--- config.mk ---
export PLATFORM = sky130hd
export DESIGN_NAME = blkdma_chan
export DESIGN_NICKNAME = d
export VERILOG_FILES = /design/src/rtl/blkdma_pkg.sv /design/src/rtl/blkdma_ctrl.sv /design/src/rtl/blkdma_dp.sv /design/src/rtl/blkdma_chan.sv
export SDC_FILE = /design/constraint.sdc
export NUM_CORES = 1
export LEC_CHECK = 0
export CORE_UTILIZATION = 35
export DETAILED_ROUTE_END_ITERATION = 8
export DONT_BUFFER_PORTS = 1
export SYNTH_ARGS = -nofsm -noshare
export SYNTH_HDL_FRONTEND = slang
export SYNTH_SLANG_ARGS = --single-unit
--- constraint.sdc ---
create_clock -name clk -period 2.66 [get_ports clk]
set_input_delay 0.133 -clock clk [delete_from_list [all_inputs] [get_ports clk]]
set_output_delay 0.133 -clock clk [all_outputs]
set_load 0.05 [all_outputs]
--- src/rtl/blkdma_pkg.sv ---
package blkdma_pkg;

  localparam int ADDR_W = 24;
  localparam int CNT_W  = 16;

  localparam int CTL_DOWN_BIT = 3;
  localparam int CTL_DIR_BIT  = 7;

  localparam logic [2:0] RA_CTRL  = 3'd0;
  localparam logic [2:0] RA_PORT  = 3'd1;
  localparam logic [2:0] RA_ALO   = 3'd2;
  localparam logic [2:0] RA_AMID  = 3'd3;
  localparam logic [2:0] RA_BANK  = 3'd4;
  localparam logic [2:0] RA_CNTLO = 3'd5;
  localparam logic [2:0] RA_CNTHI = 3'd6;
  localparam logic [2:0] RA_EN    = 3'd7;

  typedef enum logic [2:0] {
    ST_IDLE, ST_DECIDE, ST_READ, ST_WRITE, ST_STEP
  } chanState_t;

  typedef struct packed {
    logic start;
    logic add8;
    logic add4;
    logic loadFF;
    logic latchRd;
    logic advance;
    logic finish;
    logic selB;
  } chanStrb_t;

  function automatic logic [1:0] modeOffset(input logic [2:0] mode, input logic [1:0] idx);
    case (mode)
      3'd1:    return {1'b0, idx[0]};
      3'd3:    return {1'b0, idx[1]};
      3'd4:    return idx;
      default: return 2'd0;
    endcase
  endfunction

endpackage

--- src/rtl/blkdma_ctrl.sv ---
module blkdma_ctrl
  import blkdma_pkg::*;
(
  input  logic      clk,
  input  logic      rstN,
  input  logic      enable,
  input  logic      dirBtoA,
  input  logic      specialHit,
  input  logic      lastByte,
  input  logic      memAck,
  output chanStrb_t strb,
  output logic      memReq,
  output logic      memWe,
  output logic      busy,
  output logic      donePulse
);

  chanState_t stateQ, stateNext;
  logic doneQ;

  always_comb begin
    strb      = '0;
    stateNext = stateQ;
    memReq    = 1'b0;
    memWe     = 1'b0;
    case (stateQ)
      ST_IDLE: begin
        if (enable) begin
          strb.start = 1'b1;
          stateNext  = ST_DECIDE;
        end
      end
      ST_DECIDE: begin
        if (specialHit && !dirBtoA) begin
          strb.add8 = 1'b1;
          stateNext = ST_STEP;
        end else if (specialHit) begin
          strb.add4   = 1'b1;
          strb.loadFF = 1'b1;
          stateNext   = ST_WRITE;
        end else begin
          strb.add8 = 1'b1;
          stateNext = ST_READ;
        end
      end
      ST_READ: begin
        memReq    = 1'b1;
        strb.selB = dirBtoA;
        if (memAck) begin
          strb.latchRd = 1'b1;
          stateNext    = ST_WRITE;
        end
      end
      ST_WRITE: begin
        memReq    = 1'b1;
        memWe     = 1'b1;
        strb.selB = !dirBtoA;
        if (memAck) stateNext = ST_STEP;
      end
      ST_STEP: begin
        strb.advance = 1'b1;
        if (!lastByte && enable) begin
          stateNext = ST_DECIDE;
        end else begin
          strb.finish = 1'b1;
          stateNext   = ST_IDLE;
        end
      end
      default: stateNext = ST_IDLE;
    endcase
  end

  always_ff @(posedge clk) begin
    if (!rstN) begin
      stateQ <= ST_IDLE;
      doneQ  <= 1'b0;
    end else begin
      stateQ <= stateNext;
      doneQ  <= strb.finish;
    end
  end

  assign busy      = (stateQ != ST_IDLE);
  assign donePulse = doneQ;

  AST_DONE_CLEARS_EN: assert property (@(posedge clk) disable iff (!rstN)
    doneQ |-> !enable);
  AST_REQ_HELD: assert property (@(posedge clk) disable iff (!rstN)
    memReq && !memAck |=> memReq && $stable(memWe));
  AST_NO_READ_SPECIAL: assert property (@(posedge clk) disable iff (!rstN)
    memReq && !memWe |-> !specialHit);
  AST_FILL_IS_WRITE: assert property (@(posedge clk) disable iff (!rstN)
    memReq && specialHit |-> memWe && dirBtoA);

endmodule

--- src/rtl/blkdma_dp.sv ---
module blkdma_dp
  import blkdma_pkg::*;
#(
  parameter int          TOT_W      = 32,
  parameter int          SETUP_COST = 8,
  parameter int          BYTE_COST  = 8,
  parameter int          FILL_COST  = 4,
  parameter logic [7:0]  B_PAGE     = 8'h21
) (
  input  logic              clk,
  input  logic              rstN,
  input  logic              regWe,
  input  logic [2:0]        regAddr,
  input  logic [7:0]        regWdata,
  input  logic              busy,
  input  chanStrb_t         strb,
  input  logic              wramHit,
  input  logic [7:0]        memRdata,
  output logic [ADDR_W-1:0] memAddr,
  output logic [7:0]        memWdata,
  output logic [ADDR_W-1:0] curAddrA,
  output logic              enable,
  output logic              dirBtoA,
  output logic              specialHit,
  output logic              lastByte,
  output logic [TOT_W-1:0]  cycleTotal
);

  localparam int LOW_W = ADDR_W - 8;

  logic [7:0]        ctlQ, portQ, dataQ;
  logic [ADDR_W-1:0] aQ;
  logic [CNT_W-1:0]  cntQ;
  logic              enQ;
  logic [1:0]        idxQ;
  logic [TOT_W-1:0]  totQ;
  logic              wrOk;
  logic [7:0]        bLow;
  logic [ADDR_W-1:0] bAddr;

  assign wrOk  = regWe && (!busy || regAddr == RA_EN);
  assign bLow  = portQ + {6'd0, modeOffset(ctlQ[2:0], idxQ)};
  assign bAddr = {{(ADDR_W-16){1'b0}}, B_PAGE, bLow};

  always_ff @(posedge clk) begin
    if (!rstN) begin
      ctlQ  <= '0;
      portQ <= '0;
      dataQ <= '0;
      aQ    <= '0;
      cntQ  <= '0;
      enQ   <= 1'b0;
      idxQ  <= '0;
      totQ  <= '0;
    end else begin
      if (wrOk) begin
        case (regAddr)
          RA_CTRL:  ctlQ          <= regWdata;
          RA_PORT:  portQ         <= regWdata;
          RA_ALO:   aQ[7:0]       <= regWdata;
          RA_AMID:  aQ[15:8]      <= regWdata;
          RA_BANK:  aQ[23:16]     <= regWdata;
          RA_CNTLO: cntQ[7:0]     <= regWdata;
          RA_CNTHI: cntQ[15:8]    <= regWdata;
          default:  enQ           <= regWdata[0];
        endcase
      end
      if (strb.finish) enQ <= 1'b0;
      if (strb.start) begin
        totQ <= TOT_W'(SETUP_COST);
        idxQ <= '0;
      end
      if (strb.add8) totQ <= totQ + TOT_W'(BYTE_COST);
      if (strb.add4) totQ <= totQ + TOT_W'(FILL_COST);
      if (strb.loadFF)  dataQ <= 8'hFF;
      if (strb.latchRd) dataQ <= memRdata;
      if (strb.advance) begin
        aQ[LOW_W-1:0] <= ctlQ[CTL_DOWN_BIT] ? aQ[LOW_W-1:0] - 1'b1
                                            : aQ[LOW_W-1:0] + 1'b1;
        cntQ <= cntQ - 1'b1;
        idxQ <= idxQ + 1'b1;
      end
    end
  end

  assign memAddr    = strb.selB ? bAddr : aQ;
  assign memWdata   = dataQ;
  assign curAddrA   = aQ;
  assign enable     = enQ;
  assign dirBtoA    = ctlQ[CTL_DIR_BIT];
  assign specialHit = (portQ == 8'h80) && wramHit;
  assign lastByte   = (cntQ == CNT_W'(1));
  assign cycleTotal = totQ;

  AST_BANK_HELD: assert property (@(posedge clk) disable iff (!rstN)
    busy |=> $stable(aQ[ADDR_W-1:LOW_W]));
  AST_COUNT_FROZEN: assert property (@(posedge clk) disable iff (!rstN)
    busy && !strb.advance |=> $stable(cntQ));
  AST_PORT_FROZEN: assert property (@(posedge clk) disable iff (!rstN)
    busy |=> $stable(portQ) && $stable(ctlQ));

endmodule

--- src/rtl/blkdma_chan.sv ---
module blkdma_chan
  import blkdma_pkg::*;
#(
  parameter int         TOT_W      = 32,
  parameter int         SETUP_COST = 8,
  parameter int         BYTE_COST  = 8,
  parameter int         FILL_COST  = 4,
  parameter logic [7:0] B_PAGE     = 8'h21
) (
  input  logic              clk,
  input  logic              rstN,
  input  logic              regWe,
  input  logic [2:0]        regAddr,
  input  logic [7:0]        regWdata,
  output logic              memReq,
  output logic              memWe,
  output logic [ADDR_W-1:0] memAddr,
  output logic [7:0]        memWdata,
  input  logic [7:0]        memRdata,
  input  logic              memAck,
  output logic [ADDR_W-1:0] curAddrA,
  input  logic              wramHit,
  output logic              chanBusy,
  output logic              donePulse,
  output logic [TOT_W-1:0]  cycleTotal
);

  chanStrb_t strb;
  logic enable, dirBtoA, specialHit, lastByte, busy;

  blkdma_ctrl u_ctrl (
    .clk(clk), .rstN(rstN), .enable(enable), .dirBtoA(dirBtoA),
    .specialHit(specialHit), .lastByte(lastByte), .memAck(memAck),
    .strb(strb), .memReq(memReq), .memWe(memWe), .busy(busy),
    .donePulse(donePulse)
  );

  blkdma_dp #(
    .TOT_W(TOT_W), .SETUP_COST(SETUP_COST), .BYTE_COST(BYTE_COST),
    .FILL_COST(FILL_COST), .B_PAGE(B_PAGE)
  ) u_dp (
    .clk(clk), .rstN(rstN), .regWe(regWe), .regAddr(regAddr),
    .regWdata(regWdata), .busy(busy), .strb(strb), .wramHit(wramHit),
    .memRdata(memRdata), .memAddr(memAddr), .memWdata(memWdata),
    .curAddrA(curAddrA), .enable(enable), .dirBtoA(dirBtoA),
    .specialHit(specialHit), .lastByte(lastByte), .cycleTotal(cycleTotal)
  );

  assign chanBusy = enable;

  AST_ADDR_HELD: assert property (@(posedge clk) disable iff (!rstN)
    memReq && !memAck |=> $stable(memAddr) && $stable(memWdata));

endmodule

==> impl_results.md <==
- Global-route wire length before repair: 29100 um
- CTS buffer count: 9
- Yosys top cell area share: 33.2%
- Internal power: 2650 uW
- Initial antenna violation count: 0
- Ys async rst share: 0%
- Power Density: 599 nW/um2
- Distinct cells, synth: 74
- DP Cell Count: 996
- Clock Tree Root: clkbuf_16
- P_sw: 1620 uW
- TNS Setup: 0 ns
- Fin crit period: 2.56 ns
- Initial core utilization: 35.8%
- Comb pwr share: 29.7%
- DRT antenna net count: 0
- Slew Limit Fails: 0
- Most numerous cell in the Yosys netlist: dfxtp_1
- Switch share: 37.9%
- Synth Flop Type: dfxtp_1
- GRT met3 Usage: 5.04%
- Clock buffer depth: 2
- Routed WL: 18200 um
- Setup Viol. Count Final: 0
- Dpl hpwl: 12700 um
- Max stage delay cell, worst path: fa_2
- Area Overhead vs Synth: 20.5%
- Part of the power in the clock network: 29.6%
- Sequential area share after synthesis: 33.2%
- Post-synth EDFFs: 0
- Ports: 116
- Worst Tran Pin Value: 0.872 ns
- Share of layout cells above drive strength 1: 16.3%
- Cells on worst reg2reg path: 6
- PortBufs: 0
- Net count, final: 853
- CP Data Arrival Time: 2.42 ns
- FMAX: 391 MHz
- RSZ-0062 raised after global routing: false
- Syn avg cell area: 8.02 um2
- Die area: 17400 um2
- Top cells by area, synth: dfxtp_1 33%, a21oi_1 5.3%, nor2_1 5.2%
- Most instantiated cells after synthesis: 98 x dfxtp_1, 82 x nor2_1, 65 x nand2_1
- First drt pass iteration count: 7
- VDD IR-drop max: 0.000400 V
- Largest net degree at the start of global routing: 58
- Yosys warns: 0
- Worst hold path type: in -> reg
- Crit Path Max Fanout: 3
- Total GRT Usage: 21.1%
- Wire per inst: 17.7 um
- Total number of vias: 5768
- CTS tree: built
- Fin cells: 1032
- Critical Path RT: 2.53 ns
- Vias per std cell: 5.59
- Run status: complete, no violations
- GPL Wtd Cong: 0.846
- Grt ovf: 0
- Final hold vios: 0
- Count of state elements after synthesis: 98
- Drt drc: 0
- Met1 Use GR: 26.7%
- Kind of critical path: reg -> out
- Worst Clk Skew: 0.00944 ns
- Yosys top cell by area: dfxtp_1
- Synthesized area: 5910 um2
- Die width: 132 um
- Crit path cell chain: mux2_2 > a32o_1 > ha_2 > inv_2 > fa_2 > nor2_2 > nand3_1 > xor2_1 > o21ai_1 > buf_6
- Iter 0 DRT Violations: 438
- Sequential power share: 40.7%
- Vias in the first global route: 5356
- Met2 Use GR: 34.7%
- # Max-Cap Violations: 0
- Die Y-Extent: 132 um
- Clk_lat worst skew: 0.36 ns
- Fin crit share: 96.1%
- Ant diodes: 0
- Setup crit start kind: flop
- Post-Syn Instances: 737
- Slowest stage delay, CP: 0.38 ns
- WHS Path Cells: 2
- Leak: 0.00268 uW
- Register clock-pin slew on the reported worst setup and hold paths: 0.07 ns
- Row cnt: 47
- Core area: 16500 um2
- # H-tree levels: 3
- CP endpoint kind: primary output
- Clock sinks: 98
- Global route hottest layer: met2
- Relative slew slack: 41.7%
==> state kept, by name (all words and copies together) (netlist names) <==
signal / cells
u_ctrl.donePulse: 1
u_dp.portQ: 8
u_dp.enable: 1
u_dp.cycleTotal: 30
u_dp.idxQ: 2
u_dp.curAddrA: 24
u_dp.memWdata: 8
u_dp.cntQ: 16
u_dp.ctlQ: 5
u_ctrl.stateQ: 3
==> power groups by stage <==
stage	logic (uW)	registers [uW]	clock network (uW)
finish	1270	1740	1260
global route	1370	1750	1350
CTS	1260	1730	1290
detailed placement	1210	1770	0
global placement	1200	1770	0
floorplan	812	1830	0
==> per-layer routing <==
metal / vias to the layer above / routed length [um]
li1: 2863 / -
met4: 0 / 440
met3: 28 / 1250
met1: 2695 / 8000
met5: - / 0
met2: 182 / 8530
==> through the flow <==
| stage | instance area (um2) | setup slack, ns | utilization [%] | power, uW | hold slack, ns |
|---|---|---|---|---|---|
| 2_1_floorplan | 5920 | 0.124 | - | 2650 | 0.269 |
| 3_3_place_gp | 6590 | 0.296 | 39.9 | 2970 | 0.265 |
| 3_5_place_dp | 6590 | 0.270 | 39.9 | 2970 | 0.271 |
| 4_1_cts | 7060 | 0.00757 | 42.7 | 4290 | 0.00169 |
| 5_1_grt | 7120 | 0.00311 | 43.1 | 4470 | 0.0269 |
| 6_report | 7120 | 0.103 | 43.1 | 4270 | 0.00955 |
==> logic make-up (layout without fill, tap and decap cells) <==
| logic type | after synthesis | count (layout) | share of synthesized area, % |
|---|---|---|---|
| AND/OR/NAND/NOR | 289 | 289 | 25.6 |
| AO/OA/AOI/OAI | 215 | 215 | 22.7 |
| flip-flops | 98 | 98 | 33.2 |
| buffers and inverters | 52 | 126 | 3.68 |
| multiplexers | 38 | 38 | 6.63 |
| adder cells (fa/ha/maj) | 22 | 22 | 4.91 |
| XOR/XNOR | 22 | 22 | 3.26 |
| other | 1 | 2 | 0.0635 |
==> worst max-delay path, delay by kind of cell (launching register included) <==
family	cells	cell delay, ns
fa+ha+maj	2	0.58
flops	1	0.34
compound gates	2	0.33
buf+inv	2	0.22
simple gates	2	0.22
mux	1	0.21
xor+xnor	1	0.16
==> worst paths after layout <==
path / start / to / slack, ns
setup / recovery: u_dp.ctlQ[1]$_SDFFE_PN0P_ / memAddr[6] / 0.10
hold / removal: regWdata[2] / u_dp.cntQ[10]$_SDFFE_PN0P_ / 0.01
setup reg to reg: u_dp.portQ[4]$_SDFFE_PN0P_ / u_dp.cycleTotal[12]$_SDFFE_PN0P_ / 0.22
hold reg to reg: u_dp.idxQ[0]$_SDFFE_PN0P_ / u_dp.idxQ[0]$_SDFFE_PN0P_ / 0.50
==> cell type report <==
type,count,area [um2]
flip-flops and latches,98,1960
clock inverters,4,27.5
clock buffers,12,246
well taps,220,275
multi-input cells,588,3780
fillers,1641,9400
repair buffers,93,764
inverters,17,63.8
==> layout by cell type (no fill, tap or decap), drive strengths merged, types with 7 or more instances in the layout <==
cell         synthesis  layout
mux2i               29      29
nand2               65      65
a21oi               63      63
ha                  20      20
o21ai               66      66
nor2                86      86
inv                 17      17
xor2                 9       9
clkbuf              30      12
and3                 9       9
xnor2               13      13
dlygate4sd3          0      17
a311oi               7       7
nand3               22      22
or3                  7       7
nor4                12      12
nor3                18      18
a211oi              14      14
dfxtp               98      98
nand2b               7       7
a31oi               14      14
mux2                 9       9
and2                19      19
buf                  5      76
nand4               16      16
==> what timing repair did <==
item | 4_1_cts | 5_1_grt
pin swaps | 0 | 4
cloned | 0 | 0
gates resized for setup | 3 | 12
hold endpoints to repair | 70 | 0
hold buffers | 18 | 0
setup endpoints to repair | 2 | 3
setup buffers | 0 | 2
Power figures use the tool's default switching activity.
